`config.mk`:
```
export PLATFORM = sky130hd
export DESIGN_NAME = supply_supervisor
export DESIGN_NICKNAME = d
export VERILOG_FILES = /design/src/rtl/svr_pkg.sv /design/src/rtl/svr_tick_gen.sv /design/src/rtl/svr_cs_sync.sv /design/src/rtl/svr_wdog.sv /design/src/rtl/svr_holdoff.sv /design/src/rtl/supply_supervisor.sv
export SDC_FILE = /design/constraint.sdc
export NUM_CORES = 1
export LEC_CHECK = 0
export BUFFER_PORTS_ARGS = -buffer_cell sky130_fd_sc_hd__buf_2
export CORE_MARGIN = 3
export CORE_UTILIZATION = 60
export DETAILED_ROUTE_END_ITERATION = 8
export PLACE_DENSITY_LB_ADDON = 0.15
export SLEW_MARGIN = 20
export SYNTH_ARGS = -nofsm -noshare
export SYNTH_HDL_FRONTEND = slang
export SYNTH_SLANG_ARGS = --single-unit
export TNS_END_PERCENT = 10
```
`constraint.sdc`:
```
create_clock -name clk -period 2.3 [get_ports clk]
set_input_delay 0.345 -clock clk [delete_from_list [all_inputs] [get_ports clk]]
set_output_delay 0.345 -clock clk [all_outputs]
set_load 0.02 [all_outputs]
```
`src/rtl/svr_pkg.sv`:
```
package svr_pkg;

    // Timeout select codes of the watchdog
    typedef enum logic [1:0] {
        WDSEL_T0  = 2'd0,
        WDSEL_T1  = 2'd1,
        WDSEL_T2  = 2'd2,
        WDSEL_OFF = 2'd3
    } wd_sel_e;

    // Synchronised chip-select view
    typedef struct packed {
        logic level;
        logic fall;
    } cs_evt_t;

    function automatic int unsigned wd_limit(input wd_sel_e sel,
                                             input int unsigned t0,
                                             input int unsigned t1,
                                             input int unsigned t2);
        case (sel)
            WDSEL_T0: return t0;
            WDSEL_T1: return t1;
            WDSEL_T2: return t2;
            default:  return 0;
        endcase
    endfunction

    function automatic int unsigned max3(input int unsigned a,
                                         input int unsigned b,
                                         input int unsigned c);
        int unsigned m;
        m = (a > b) ? a : b;
        return (m > c) ? m : c;
    endfunction

    function automatic logic pin_level(input logic asserted, input bit active_low);
        return active_low ? ~asserted : asserted;
    endfunction

endpackage

```
`src/rtl/svr_tick_gen.sv`:
```
module svr_tick_gen #(
    parameter int unsigned CLK_PER_TICK = 100000
) (
    input  logic clk,
    input  logic clear,
    output logic tick
);
    localparam int unsigned PW = (CLK_PER_TICK > 1) ? $clog2(CLK_PER_TICK) : 1;
    localparam logic [PW-1:0] LAST = PW'(CLK_PER_TICK - 1);

    logic [PW-1:0] div_q;

    assign tick = (div_q == LAST);

    always_ff @(posedge clk) begin
        if (clear)
            div_q <= '0;
        else if (tick)
            div_q <= '0;
        else
            div_q <= div_q + 1'b1;
    end
endmodule

```
`src/rtl/svr_cs_sync.sv`:
```
module svr_cs_sync
    import svr_pkg::*;
#(
    parameter int unsigned STAGES = 2
) (
    input  logic    clk,
    input  logic    rst,
    input  logic    cs_n,
    output cs_evt_t evt
);
    logic [STAGES-1:0] sync_q;
    logic              prev_q;

    generate
        if (STAGES == 1) begin : g_one
            always_ff @(posedge clk) begin
                if (rst) sync_q <= '1;
                else     sync_q <= cs_n;
            end
        end else begin : g_chain
            always_ff @(posedge clk) begin
                if (rst) sync_q <= '1;
                else     sync_q <= {sync_q[STAGES-2:0], cs_n};
            end
        end
    endgenerate

    always_ff @(posedge clk) begin
        if (rst) prev_q <= 1'b1;
        else     prev_q <= sync_q[STAGES-1];
    end

    assign evt.level = sync_q[STAGES-1];
    assign evt.fall  = prev_q & ~sync_q[STAGES-1];
endmodule

```
`src/rtl/svr_wdog.sv`:
```
module svr_wdog
    import svr_pkg::*;
#(
    parameter int unsigned WD_TICKS0 = 1600,
    parameter int unsigned WD_TICKS1 = 800,
    parameter int unsigned WD_TICKS2 = 200
) (
    input  logic       clk,
    input  logic       rst,
    input  logic       tick,
    input  logic       service,
    input  logic       hold,
    input  logic       wd_en,
    input  logic [1:0] wd_sel,
    output logic       fire
);
    localparam int unsigned TMAX = max3(WD_TICKS0, WD_TICKS1, WD_TICKS2);
    localparam int unsigned CW   = $clog2(TMAX + 1);

    wd_sel_e       sel_e;
    int unsigned   limit;
    logic [CW-1:0] lim_m1;
    logic [CW-1:0] cnt_q;
    logic          active;

    assign sel_e  = wd_sel_e'(wd_sel);
    assign limit  = wd_limit(sel_e, WD_TICKS0, WD_TICKS1, WD_TICKS2);
    assign lim_m1 = CW'(limit - 1);
    assign active = wd_en && (sel_e != WDSEL_OFF);

    // A service edge wins over a coinciding tick
    assign fire = active && !hold && !service && tick && (cnt_q == lim_m1);

    always_ff @(posedge clk) begin
        if (rst || hold || !active || service)
            cnt_q <= '0;
        else if (tick)
            cnt_q <= fire ? '0 : cnt_q + 1'b1;
    end
endmodule

```
`src/rtl/svr_holdoff.sv`:
```
module svr_holdoff #(
    parameter int unsigned HOLD_TICKS = 200
) (
    input  logic clk,
    input  logic rst,
    input  logic supply_ok,
    input  logic wd_fire,
    input  logic tick,
    output logic restart,
    output logic hold_active
);
    localparam int unsigned HW = $clog2(HOLD_TICKS + 1);
    localparam logic [HW-1:0] HLAST = HW'(HOLD_TICKS - 1);

    logic [HW-1:0] cnt_q;

    assign restart = rst | ~supply_ok | wd_fire;

    always_ff @(posedge clk) begin
        if (restart) begin
            hold_active <= 1'b1;
            cnt_q       <= '0;
        end else if (hold_active && tick) begin
            if (cnt_q == HLAST) begin
                hold_active <= 1'b0;
                cnt_q       <= '0;
            end else begin
                cnt_q <= cnt_q + 1'b1;
            end
        end
    end
endmodule

```
`src/rtl/supply_supervisor.sv`:
```
module supply_supervisor
    import svr_pkg::*;
#(
    parameter bit          ACTIVE_LOW   = 1'b1,
    parameter int unsigned CLK_PER_TICK = 100000,
    parameter int unsigned HOLD_TICKS   = 200,
    parameter int unsigned WD_TICKS0    = 1600,
    parameter int unsigned WD_TICKS1    = 800,
    parameter int unsigned WD_TICKS2    = 200,
    parameter int unsigned SYNC_STAGES  = 2
) (
    input  logic       clk,
    input  logic       rst,
    input  logic       supply_ok,
    input  logic       cs_n,
    input  logic       wd_en,
    input  logic [1:0] wd_sel,
    output logic       rst_o
);
    logic    tick;
    logic    restart;
    logic    hold_active;
    logic    wd_fire;
    cs_evt_t cs_evt;

    svr_tick_gen #(.CLK_PER_TICK(CLK_PER_TICK)) u_tick (
        .clk   (clk),
        .clear (restart),
        .tick  (tick)
    );

    svr_cs_sync #(.STAGES(SYNC_STAGES)) u_sync (
        .clk  (clk),
        .rst  (rst),
        .cs_n (cs_n),
        .evt  (cs_evt)
    );

    svr_wdog #(
        .WD_TICKS0 (WD_TICKS0),
        .WD_TICKS1 (WD_TICKS1),
        .WD_TICKS2 (WD_TICKS2)
    ) u_wdog (
        .clk     (clk),
        .rst     (rst),
        .tick    (tick),
        .service (cs_evt.fall),
        .hold    (hold_active),
        .wd_en   (wd_en),
        .wd_sel  (wd_sel),
        .fire    (wd_fire)
    );

    svr_holdoff #(.HOLD_TICKS(HOLD_TICKS)) u_hold (
        .clk         (clk),
        .rst         (rst),
        .supply_ok   (supply_ok),
        .wd_fire     (wd_fire),
        .tick        (tick),
        .restart     (restart),
        .hold_active (hold_active)
    );

    // Supply loss reaches the pin without a register in the path
    assign rst_o = pin_level(hold_active | ~supply_ok, ACTIVE_LOW);
endmodule


```
Word level (Yosys, flattened, before mapping)
Cells that the tools add are included.
{"block": "word_totals", "inputBits": 7, "mem_bits_rw": 0, "mem_bits_ro": 0, "n_memories": 0, "regBits": 40, "elab_cells": 41, "latch_bits": 0}
{"block": "op_classes", "muxes": 3, "mul": 0, "shifts": 0, "eq_ne": 6, "div": 0, "reduce_logical": 15, "bitwise_logic": 7, "magnitude_cmp": 0, "n_addsub": 4}
{"cell": "11-bit one-hot mux with 3 select lines", "n": 1}
{"cell": "17-bit by 1-bit adder with 17-bit output (second input constant)", "n": 1}
{"cell": "17-bit == test (second input constant)", "n": 1}
{"cell": "11-bit by 1-bit adder with 11-bit output (second input constant)", "n": 1}
{"cell": "11-bit == test", "n": 1}
{"cell": "11-bit 2-to-1 mux", "n": 1}
{"cell": "11-bit by 1-bit subtractor with 11-bit output (second input constant)", "n": 1}
{"cell": "8-bit by 1-bit adder with 8-bit output (second input constant)", "n": 1}
{"cell": "8-bit == test (second input constant)", "n": 1}
{"cell": "8-bit 2-to-1 mux", "n": 1}
{"cell": "1-bit logical AND", "n": 6}
{"cell": "1-bit zero test", "n": 3}
{"cell": "1-bit logical OR", "n": 3}
{"cell": "1-bit NOT", "n": 3}
{"cell": "1-bit OR", "n": 3}
{"cell": "2-bit by 1-bit == test with 1-bit output (second input constant)", "n": 1}
{"cell": "2-bit == test (second input constant)", "n": 1}
{"cell": "2-bit zero test", "n": 1}
{"cell": "2-bit inequality test (second input constant)", "n": 1}
{"cell": "2-bit AND reduction", "n": 1}
{"cell": "2-bit OR reduction", "n": 1}
{"cell": "1-bit bitwise AND", "n": 1}

Logic depth before layout (Yosys ltp)
Gate-level depths: netlist of the first run.
{"block": "depth", "word_depth": 8, "depth_mapped": 7, "depth_no_buf": 7}

Hierarchy
A second synthesis of the first run with hierarchy kept.
{"block": "hier_totals", "hier_cells": 220, "hier_area_um2": 2004.4}
{"module": "svr_tick_gen", "cells_each": 88, "instances": 1, "area_per_inst_um2": 797.0}
{"module": "svr_wdog", "cells_each": 73, "instances": 1, "area_per_inst_um2": 663.1}
{"module": "svr_holdoff", "cells_each": 50, "instances": 1, "area_per_inst_um2": 437.9}
{"module": "svr_cs_sync", "cells_each": 8, "instances": 1, "area_per_inst_um2": 92.6}
{"module": "supply_supervisor", "cells_each": 1, "instances": 1, "area_per_inst_um2": 13.8}

Worst setup path before layout of the first run
OpenSTA, ideal clock, no wires.
{"block": "synth_path", "kind": "in2reg", "startpoint": "in wd_sel[0]", "endpoint": "reg u_wdog.cnt_q[0]", "t_required_ns": 2.172, "setup_slack_ns": 0.330, "arrival_time_ns": 1.841, "stages": 7, "cell_sequence": "inv_1 -> ha_1 -> or3b_2 -> a211oi_1 -> nand4_1 -> o21ai_2 -> nor2_1"}
{"block": "synth_between", "elab_chain_len": 7}
{"item": "from (decl)", "line_no": "supply_supervisor.sv:17", "source": "input logic [1:0] wd_sel,"}
{"item": "parallel branches: the longest is 7 deep, another holds 11-bit by 1-bit subtractor with 11-bit output"}
{"item": "to (signal assigned)", "line_no": "svr_wdog.sv:38", "source": "cnt_q <= fire ? '0 : cnt_q + 1'b1;"}
{"item": "to (decl)", "line_no": "svr_wdog.sv:23", "source": "logic [CW-1:0] cnt_q;"}
Parallel ways; which one is timed is not known.
A chain may end at the register's enable or synchronous reset.

Worst setup path after layout of the first run
{"block": "layout_path", "startpoint": "reg u_tick.div_q[6]", "endpoint": "reg u_tick.div_q[11]"}
{"block": "layout_between", "elab_chain_len": 5}
{"item": "from (decl)", "line_no": "svr_tick_gen.sv:11", "source": "logic [PW-1:0] div_q;"}
{"item": "from (signal assigned)", "line_no": "svr_tick_gen.sv:21", "source": "div_q <= div_q + 1'b1;"}
{"item": "parallel branches: the longest is 5 deep, another holds 17-bit by 1-bit adder with 17-bit output"}
Parallel ways; which one is timed is not known.

==> results of run 1 <==
-- layout make-up --
cell class | instances | area (µm²) | share of cell area
clock buffer | 7 | 65.1 | 0.0298
clock inverter | 1 | 30.0 | 0.0138
inverter | 5 | 18.8 | 0.00861
multi-input combinational | 173 | 1130 | 0.519
sequential | 40 | 801 | 0.367
tap | 44 | 55.1 | 0.0252
timing repair buffer | 13 | 80.1 | 0.0367
-- cells by family after synthesis --
family | count (synthesis) | synth area share
buffers and inverters | 9 | 0.0252
xor gates and xnor gates | 34 | 0.150
and+or+nand+nor | 120 | 0.334
AOI/OAI and AO/OA | 11 | 0.0372
muxes | 1 | 0.00505
DFF | 40 | 0.404
adders and majority gates | 7 | 0.0442
-- report_power, final --
group          total [W]  internal [W]  leakage [nW]  switching [W]
clock           0.000515      0.000289        0.0515       0.000227
combinational  0.0000380     0.0000168         0.401      0.0000212
sequential      0.000699      0.000696         0.323     0.00000228
total            0.00125       0.00100         0.776       0.000250
-- cell usage after synthesis, types with 4 or more instances --
cell type | n | area, µm²
nand4_1 | 15 | 93.8
xor2_1 | 23 | 201
nor3_1 | 4 | 20.0
xnor2_1 | 11 | 96.3
nor2_1 | 41 | 154
ha_1 | 7 | 87.6
inv_1 | 5 | 18.8
dfxtp_1 | 40 | 801
and3_1 | 6 | 37.5
nand2_1 | 13 | 48.8
nand3_1 | 12 | 60.1
-- metrics by stage --
step	area [µm²]	std cells	setup WS [ns]
final	2180	283	0.300
after floorplan	1980	222	0.330
after global placement	2090	275	0.0953
after detailed placement	2090	275	0.0167
after global routing	2180	283	0.191
after CTS	2180	283	0.291
-- registers in the layout (all words and copies together), names as in the netlist --
signal,count
u_hold.cnt_q,8
u_hold.hold_active,1
u_sync.prev_q,1
u_sync.sync_q,2
u_tick.div_q,17
u_wdog.cnt_q,11
-- worst max-delay path by stage --
stage,start,cells past startpoint,slack [ns],endpoint
CTS,u_tick.div_q[6],6,0.29,u_tick.div_q[11]
global route,u_tick.div_q[6],6,0.19,u_tick.div_q[11]
detailed placement,wd_sel[0],8,0.02,u_hold.cnt_q[5]
finish,u_tick.div_q[6],6,0.30,u_tick.div_q[11]
floorplan,wd_sel[0],7,0.33,u_wdog.cnt_q[0]
global placement,wd_sel[0],8,0.1,u_hold.cnt_q[4]
-- critical path, cell delays in order, from the launching register on --
cell	delay, ns
dfxtp_1	0.39
or4b_4	0.56
nor4_4	0.32
buf_4	0.22
or2_0	0.12
buf_4	0.20
nor2_1	0.08
-- metal layers --
layer | vias up | share of wire | GRT usage
met3 | 10 | 0.044 | 0.0570
met2 | 38 | 0.47 | 0.335
met5 | - | 0 | 0
met4 | 0 | 0.026 | 0.116
met1 | 737 | 0.46 | 0.245
li1 | 798 | - | -
==> reports/results.tsv, run 1 <==
stage	metric	value	unit
run_status	status	finished clean	
grt	antenna_found_initial	0	
pwr	p_leak	0.776	nW
finish	fillCellCount	264	
finish	syn_to_final_growth	10.0	%
timing	min_period	2.00	ns
route	drc	0	
clocking	clockBufferDepth	2	
setup_path	crit_fanout	15	
clocking	cts_resized	0	
timing	max_clock_freq	500	MHz
route	drt-initial-drc-count	119	
setup_path	cp-start-kind	flop	
clocking	cts_hold_buf	0	
synth	netlist_area	1980	µm²
route	route.detailed.wl_per_inst	13.1	µm
timing	skew	0.0133	ns
setup_path	critPathKind	reg -> reg	
route	firstDrtPassIters	4	
clocking	root_buffer	clkbuf_4	
die	core	3100	µm²
pwr	power.total	0.00125	W
finish	nNetsFinal	252	
finish	final_util	0.703	
clocking	clkTransAtPathRegs	0.12	ns
clocking	cts.sink_count	40	
clocking	cts_buffers	5	
timing	hold_viol_final	0	
finish	layout_common_cells	nor2_1 (41), dfxtp_1 (40), xor2_1 (23), nand4_1 (15), nand2_1 (13)	
die	start_util	0.639	
synth	synth_cell_types	41	
clocking	post_cts_buffers	0	
synth	avgSynthCellArea	8.93	µm²
timing	slew_headroom	0.677	
timing	slew_viol_final	0	
clocking	cts_htree_levels	2	
die	row_count	20	
grt	grt_pass1_vias	1584	
synth	yosysWarningCount	0	
timing	fin_setup_tns	0	ns
die	ios	8	
grt	overflow	0	
synth	synth_edf_count	0	
synth	ys_ff_latch	40	
finish	drive_above_1_share	0.134	
synth	dominantRegCellSynth	dfxtp_1	
synth	synthCells	222	
setup_path	critPathRequiredTime	2.54	ns
job	drv_cap	0	
placement	io_buffer_count	7	
route	antenna_left	0	
setup_path	r2r-end	u_tick.div_q[11]	
route	wirelength	3700	µm
timing	setup_viol	0	
hold_path	min_to	u_sync.sync_q[0]	
setup_path	rrSetupSlack	0.30	ns
grt	grt_pass1_wl	6710	µm
pwr	powerDensity	574	nW/µm²
setup_path	ff2ff_path_depth	6	
synth	synthArstFlopShare	0	
setup_path	endpoint_kind	flop	
timing	post-route-period-util	0.870	
hold_path	holdPathStages	2	
die	dieArea	4030	µm²
placement	hpwl	2730	µm
synth	syn-num-nets	236	
setup_path	rr_startpoint	u_tick.div_q[6]	
die	die_w	63.5	µm
route	vias	1583	
clocking	clkLatencyLatePin	0.35	ns
timing	tightest_slew	0.481	ns
setup_path	critPathArrivalTime	2.24	ns
timing	rsz0062_at_grt	no	
grt	grt_max_degree	16	
hold_path	hp-class	in -> reg	
pwr	vdd_drop_max	0.000417	V
placement	gp_congestion	0.913	
finish	diodes	0	
clocking	tritoncts	yes	
timing	holdWs	0.178	ns
finish	final_common_cell	nor2_1	
die	fp.dieH	63.5	µm
hold_path	holdCritStartpoint	cs_n	
grt	track_usage	0.207	
route	avgViaCountPerCell	5.59	
synth	seq_area_frac_synth	0.404	
Note: power is estimated with default switching activity, not from simulation.
==> inputs of run 2 (changes only) <==
- CORE_ASPECT_RATIO: unset -> 1.75
==> reports/results.tsv, run 2 (synthesized netlist as in run 1, its figures left out) <==
stage	metric	value	unit
finish	reg_top3	u_tick.div_q x17, u_wdog.cnt_q x11, u_hold.cnt_q x8	
hold_path	hp-class	in -> reg	
grt	antenna_found_initial	0	
setup_path	ff2ff_path_depth	6	
route	vias	1593	
die	start_util	0.631	
timing	setup_viol	0	
pwr	p_leak	0.798	nW
clocking	root_buffer	clkbuf_8	
grt	overflow	0	
clocking	tritoncts	yes	
route	drc	0	
finish	nNetsFinal	251	
setup_path	crit_fanout	11	
finish	regMostFlops	u_tick.div_q	
setup_path	cp-start-kind	flop	
route	route.detailed.wl_per_inst	14.2	µm
die	dieArea	4060	µm²
hold_path	holdCritStartpoint	cs_n	
finish	drive_above_1_share	0.130	
route	drt-initial-drc-count	37	
grt	grt_max_degree	16	
clocking	clkLatencyLatePin	0.29	ns
clocking	cts_buffers	5	
grt	track_usage	0.217	
timing	min_period	2.02	ns
timing	post-route-period-util	0.876	
timing	tightest_slew	0.536	ns
route	avgViaCountPerCell	5.67	
setup_path	rrSetupSlack	0.28	ns
die	die_w	49.4	µm
clocking	cts_htree_levels	2	
finish	layout_common_cells	nor2_1 (41), dfxtp_1 (40), xor2_1 (23), nand4_1 (15), nand2_1 (13)	
die	core	3140	µm²
timing	skew	0.00467	ns
placement	hpwl	2990	µm
pwr	vdd_drop_max	0.000708	V
job	drv_cap	0	
hold_path	min_to	u_sync.sync_q[0]	
route	antenna_left	0	
setup_path	endpoint_kind	flop	
setup_path	critPathArrivalTime	2.19	ns
finish	largest_reg_flops	17	
clocking	cts.sink_count	40	
die	ios	8	
run_status	status	finished clean	
finish	syn_to_final_growth	12.8	%
finish	final_common_cell	nor2_1	
clocking	clkTransAtPathRegs	0.08	ns
grt	grt_pass1_vias	1600	
timing	hold_viol_final	0	
clocking	cts_resized	0	
timing	slew_viol_final	0	
setup_path	rr_startpoint	u_tick.div_q[6]	
setup_path	critPathRequiredTime	2.48	ns
die	row_count	27	
grt	grt_pass1_wl	6780	µm
timing	slew_headroom	0.640	
pwr	powerDensity	680	nW/µm²
clocking	post_cts_buffers	0	
timing	rsz0062_at_grt	no	
timing	holdWs	0.231	ns
hold_path	holdPathStages	2	
clocking	clockBufferDepth	2	
placement	io_buffer_count	7	
setup_path	r2r-end	u_hold.cnt_q[6]	
timing	max_clock_freq	496	MHz
die	fp.dieH	82.0	µm
placement	gp_congestion	0.814	
route	wirelength	3990	µm
setup_path	critPathKind	reg -> reg	
timing	fin_setup_tns	0	ns
finish	diodes	0	
clocking	cts_hold_buf	0	
route	firstDrtPassIters	4	
run 2: cell types whose count changed in the layout (fill, tap and decap cells not counted):
| cell | delta |
|---|---|
| clkbuf_8 | +3 |
| clkbuf_4 | -5 |
| buf_4 | -1 |
| bufinv_16 | +2 |
run 2: through the flow:
step	cells	setup WS, ns	power [W]	util	area [µm²]
6_report	281	0.284	0.00152	0.712	2240
5_1_grt	281	0.148	0.00156	0.712	2240
4_1_cts	281	0.314	0.00154	0.712	2240
3_5_place_dp	273	0.0511	0.000751	0.661	2080
3_3_place_gp	273	0.119	0.000750	0.661	2080
2_1_floorplan	222	0.330	0.000738	-	1980
run 2: routing by layer:
layer / vias up / GRT usage / wire (µm)
li1: 799 / - / -
met1: 756 / 0.218 / 1590
met2: 29 / 0.418 / 2200
met3: 9 / 0.0454 / 110
met4: 0 / 0.102 / 81
met5: - / 0 / 0
run 2: final cells by class:
type | count | area (µm²)
clock buffer | 5 | 68.8
clock inverter | 3 | 90.1
fill | 256 | 906
inverter | 5 | 18.8
multi-input combinational | 173 | 1130
tap | 43 | 53.8
sequential | 40 | 801
timing repair buffer | 12 | 72.6
run 2: worst max-delay path, stage by stage, from the launching register on:
cell     delay, ns
dfxtp_1       0.37
or4b_4        0.58
nor4_4        0.30
buf_4         0.22
nand2_1       0.09
o21ai_1       0.26
nor2_1        0.09
run 2: worst max-delay path by stage:
stage,to,depth (start not counted),startpoint,slack (ns)
2_1_floorplan,u_wdog.cnt_q[0],7,wd_sel[0],0.33
3_3_place_gp,u_hold.cnt_q[2],8,wd_sel[0],0.12
3_5_place_dp,u_hold.cnt_q[1],8,wd_sel[0],0.05
4_1_cts,u_hold.cnt_q[6],6,u_tick.div_q[6],0.31
5_1_grt,u_hold.cnt_q[1],8,wd_sel[0],0.15
6_report,u_hold.cnt_q[6],6,u_tick.div_q[6],0.28
run 2: report_power, final:
group / switching [W] / leakage (nW) / internal, W
clock: 0.000243 / 0.0784 / 0.000543
sequential: 0.00000211 / 0.323 / 0.000696
combinational: 0.0000204 / 0.397 / 0.0000166
==> inputs of run 3 (changes only) <==
- CORE_UTILIZATION: 60 -> 40
==> reports/results.tsv, run 3 (synthesized netlist as in run 1, its figures left out) <==
stage	metric	value	unit
run_status	status	finished clean	
setup_path	rr_startpoint	u_tick.div_q[6]	
setup_path	critPathArrivalTime	2.14	ns
finish	multi_input_area	1130	µm²
hold_path	hp-class	in -> reg	
finish	layout_common_cells	nor2_1 (41), dfxtp_1 (40), xor2_1 (23), nand4_1 (15), nand2_1 (13)	
pwr	pwr-share-comb	0.035	
grt	overflow	0	
timing	max_clock_freq	510	MHz
placement	io_buffer_count	7	
finish	syn_to_final_growth	12.2	%
route	vias	1584	
hold_path	holdPathStages	2	
pwr	p_sw	0.000267	W
timing	tightest_slew	0.560	ns
route	firstDrtPassIters	4	
finish	drive_above_1_share	0.145	
clocking	cts_hold_buf	0	
placement	placedCellCount	286	
finish	reg_top3	u_tick.div_q x17, u_wdog.cnt_q x11, u_hold.cnt_q x8	
setup_path	critPathRequiredTime	2.48	ns
timing	fin_setup_tns	0	ns
grt	grt_max_degree	20	
clocking	cts_buffers	5	
timing	skew	0.00753	ns
grt	track_usage	0.159	
finish	nNetsFinal	255	
clocking	cts.sink_count	40	
clocking	cts_htree_levels	2	
pwr	switching_share	0.218	
timing	holdWs	0.230	ns
die	die_w	59.2	µm
timing	post-route-period-util	0.852	
clocking	post_cts_buffers	0	
timing	hold_viol_final	0	
route	antenna_left	0	
clocking	root_buffer	clkbuf_8	
hold_path	holdCritStartpoint	cs_n	
finish	regMostFlops	u_tick.div_q	
setup_path	critPathLaunch	u_tick.div_q[6]	
finish	final_common_cell	nor2_1	
placement	placed_cell_area	2130	µm²
clocking	tritoncts	yes	
finish	final_cells	294	
clocking	cts_resized	0	
die	start_util	0.417	
die	fp.dieH	99.1	µm
finish	diodes	0	
finish	fillCellCount	490	
route	drt-initial-drc-count	19	
job	drv_cap	0	
route	wirelength	4130	µm
timing	slew_viol_final	0	
clocking	clkTransAtPathRegs	0.08	ns
placement	hpwl	3150	µm
pwr	power.total	0.00122	W
die	core	4750	µm²
die	dieArea	5870	µm²
clocking	clockBufferDepth	2	
setup_path	ff2ff_path_depth	6	
placement	gp_congestion	0.742	
timing	setup_viol	0	
grt	antenna_found_initial	0	
setup_path	crit_fanout	19	
finish	seqCellArea	801	µm²
die	ios	8	
pwr	p_int	0.000955	W
finish	design_area	2220	µm²
die	row_count	33	
grt	grt_pass1_wl	7180	µm
finish	largest_reg_flops	17	
timing	min_period	1.96	ns
clocking	clkLatencyLatePin	0.29	ns
setup_path	endpoint_kind	flop	
timing	slew_headroom	0.623	
timing	rsz0062_at_grt	no	
setup_path	cp-start-kind	flop	
grt	grt_pass1_vias	1614	
pwr	powerDensity	549	nW/µm²
route	route.detailed.wl_per_inst	14.0	µm
pwr	p_clk_frac	0.394	
pwr	pwr-share-seq	0.571	
pwr	vdd_drop_max	0.000420	V
route	avgViaCountPerCell	5.39	
setup_path	critPathKind	reg -> reg	
pwr	p_leak	0.792	nW
route	drc	0	
==> run 3: final timing paths <==
kind              slack [ns]                to
setup / recovery        0.34  u_tick.div_q[16]
hold / removal          0.23  u_sync.sync_q[0]
setup reg to reg        0.34  u_tick.div_q[16]
hold reg to reg         0.42  u_sync.sync_q[1]
==> run 3: metrics by stage <==
step / util / setup slack, ns
after floorplan: - / 0.330
after global placement: 0.449 / 0.120
after detailed placement: 0.449 / 0.0812
after CTS: 0.468 / 0.323
after global routing: 0.468 / 0.193
final: 0.468 / 0.341
==> run 3: layout make-up <==
class	instances	area share
repair buffers	16	0.0518
clock inverters	2	0.00450
well taps	52	0.0293
inverters	5	0.00844
flip-flops and latches	40	0.360
multi-input cells	173	0.509
clock buffers	6	0.0371
==> run 3: routing by layer <==
layer,share of wire,vias up,routed length [µm],GRT usage
met3,0.017,8,71,0.0273
met4,0.023,0,94,0.0593
met5,0,-,0,0
met1,0.37,758,1520,0.163
met2,0.59,15,2440,0.303
li1,-,803,-,-
==> run 3: power by group through the flow <==
stage               sequential, W  combinational (W)  clock (W)
finish                   0.000698          0.0000424   0.000482
global placement         0.000714          0.0000431          0
CTS                      0.000698          0.0000440   0.000498
floorplan                0.000714          0.0000247          0
global route             0.000698          0.0000487   0.000537
detailed placement       0.000714          0.0000437          0
==> run 3: critical path, cell delays in order (launching register included) <==
cell	delay, ns
dfxtp_1	0.36
or4b_4	0.56
nor4_4	0.33
buf_12	0.20
or2_0	0.11
buf_4	0.21
nor2_1	0.07
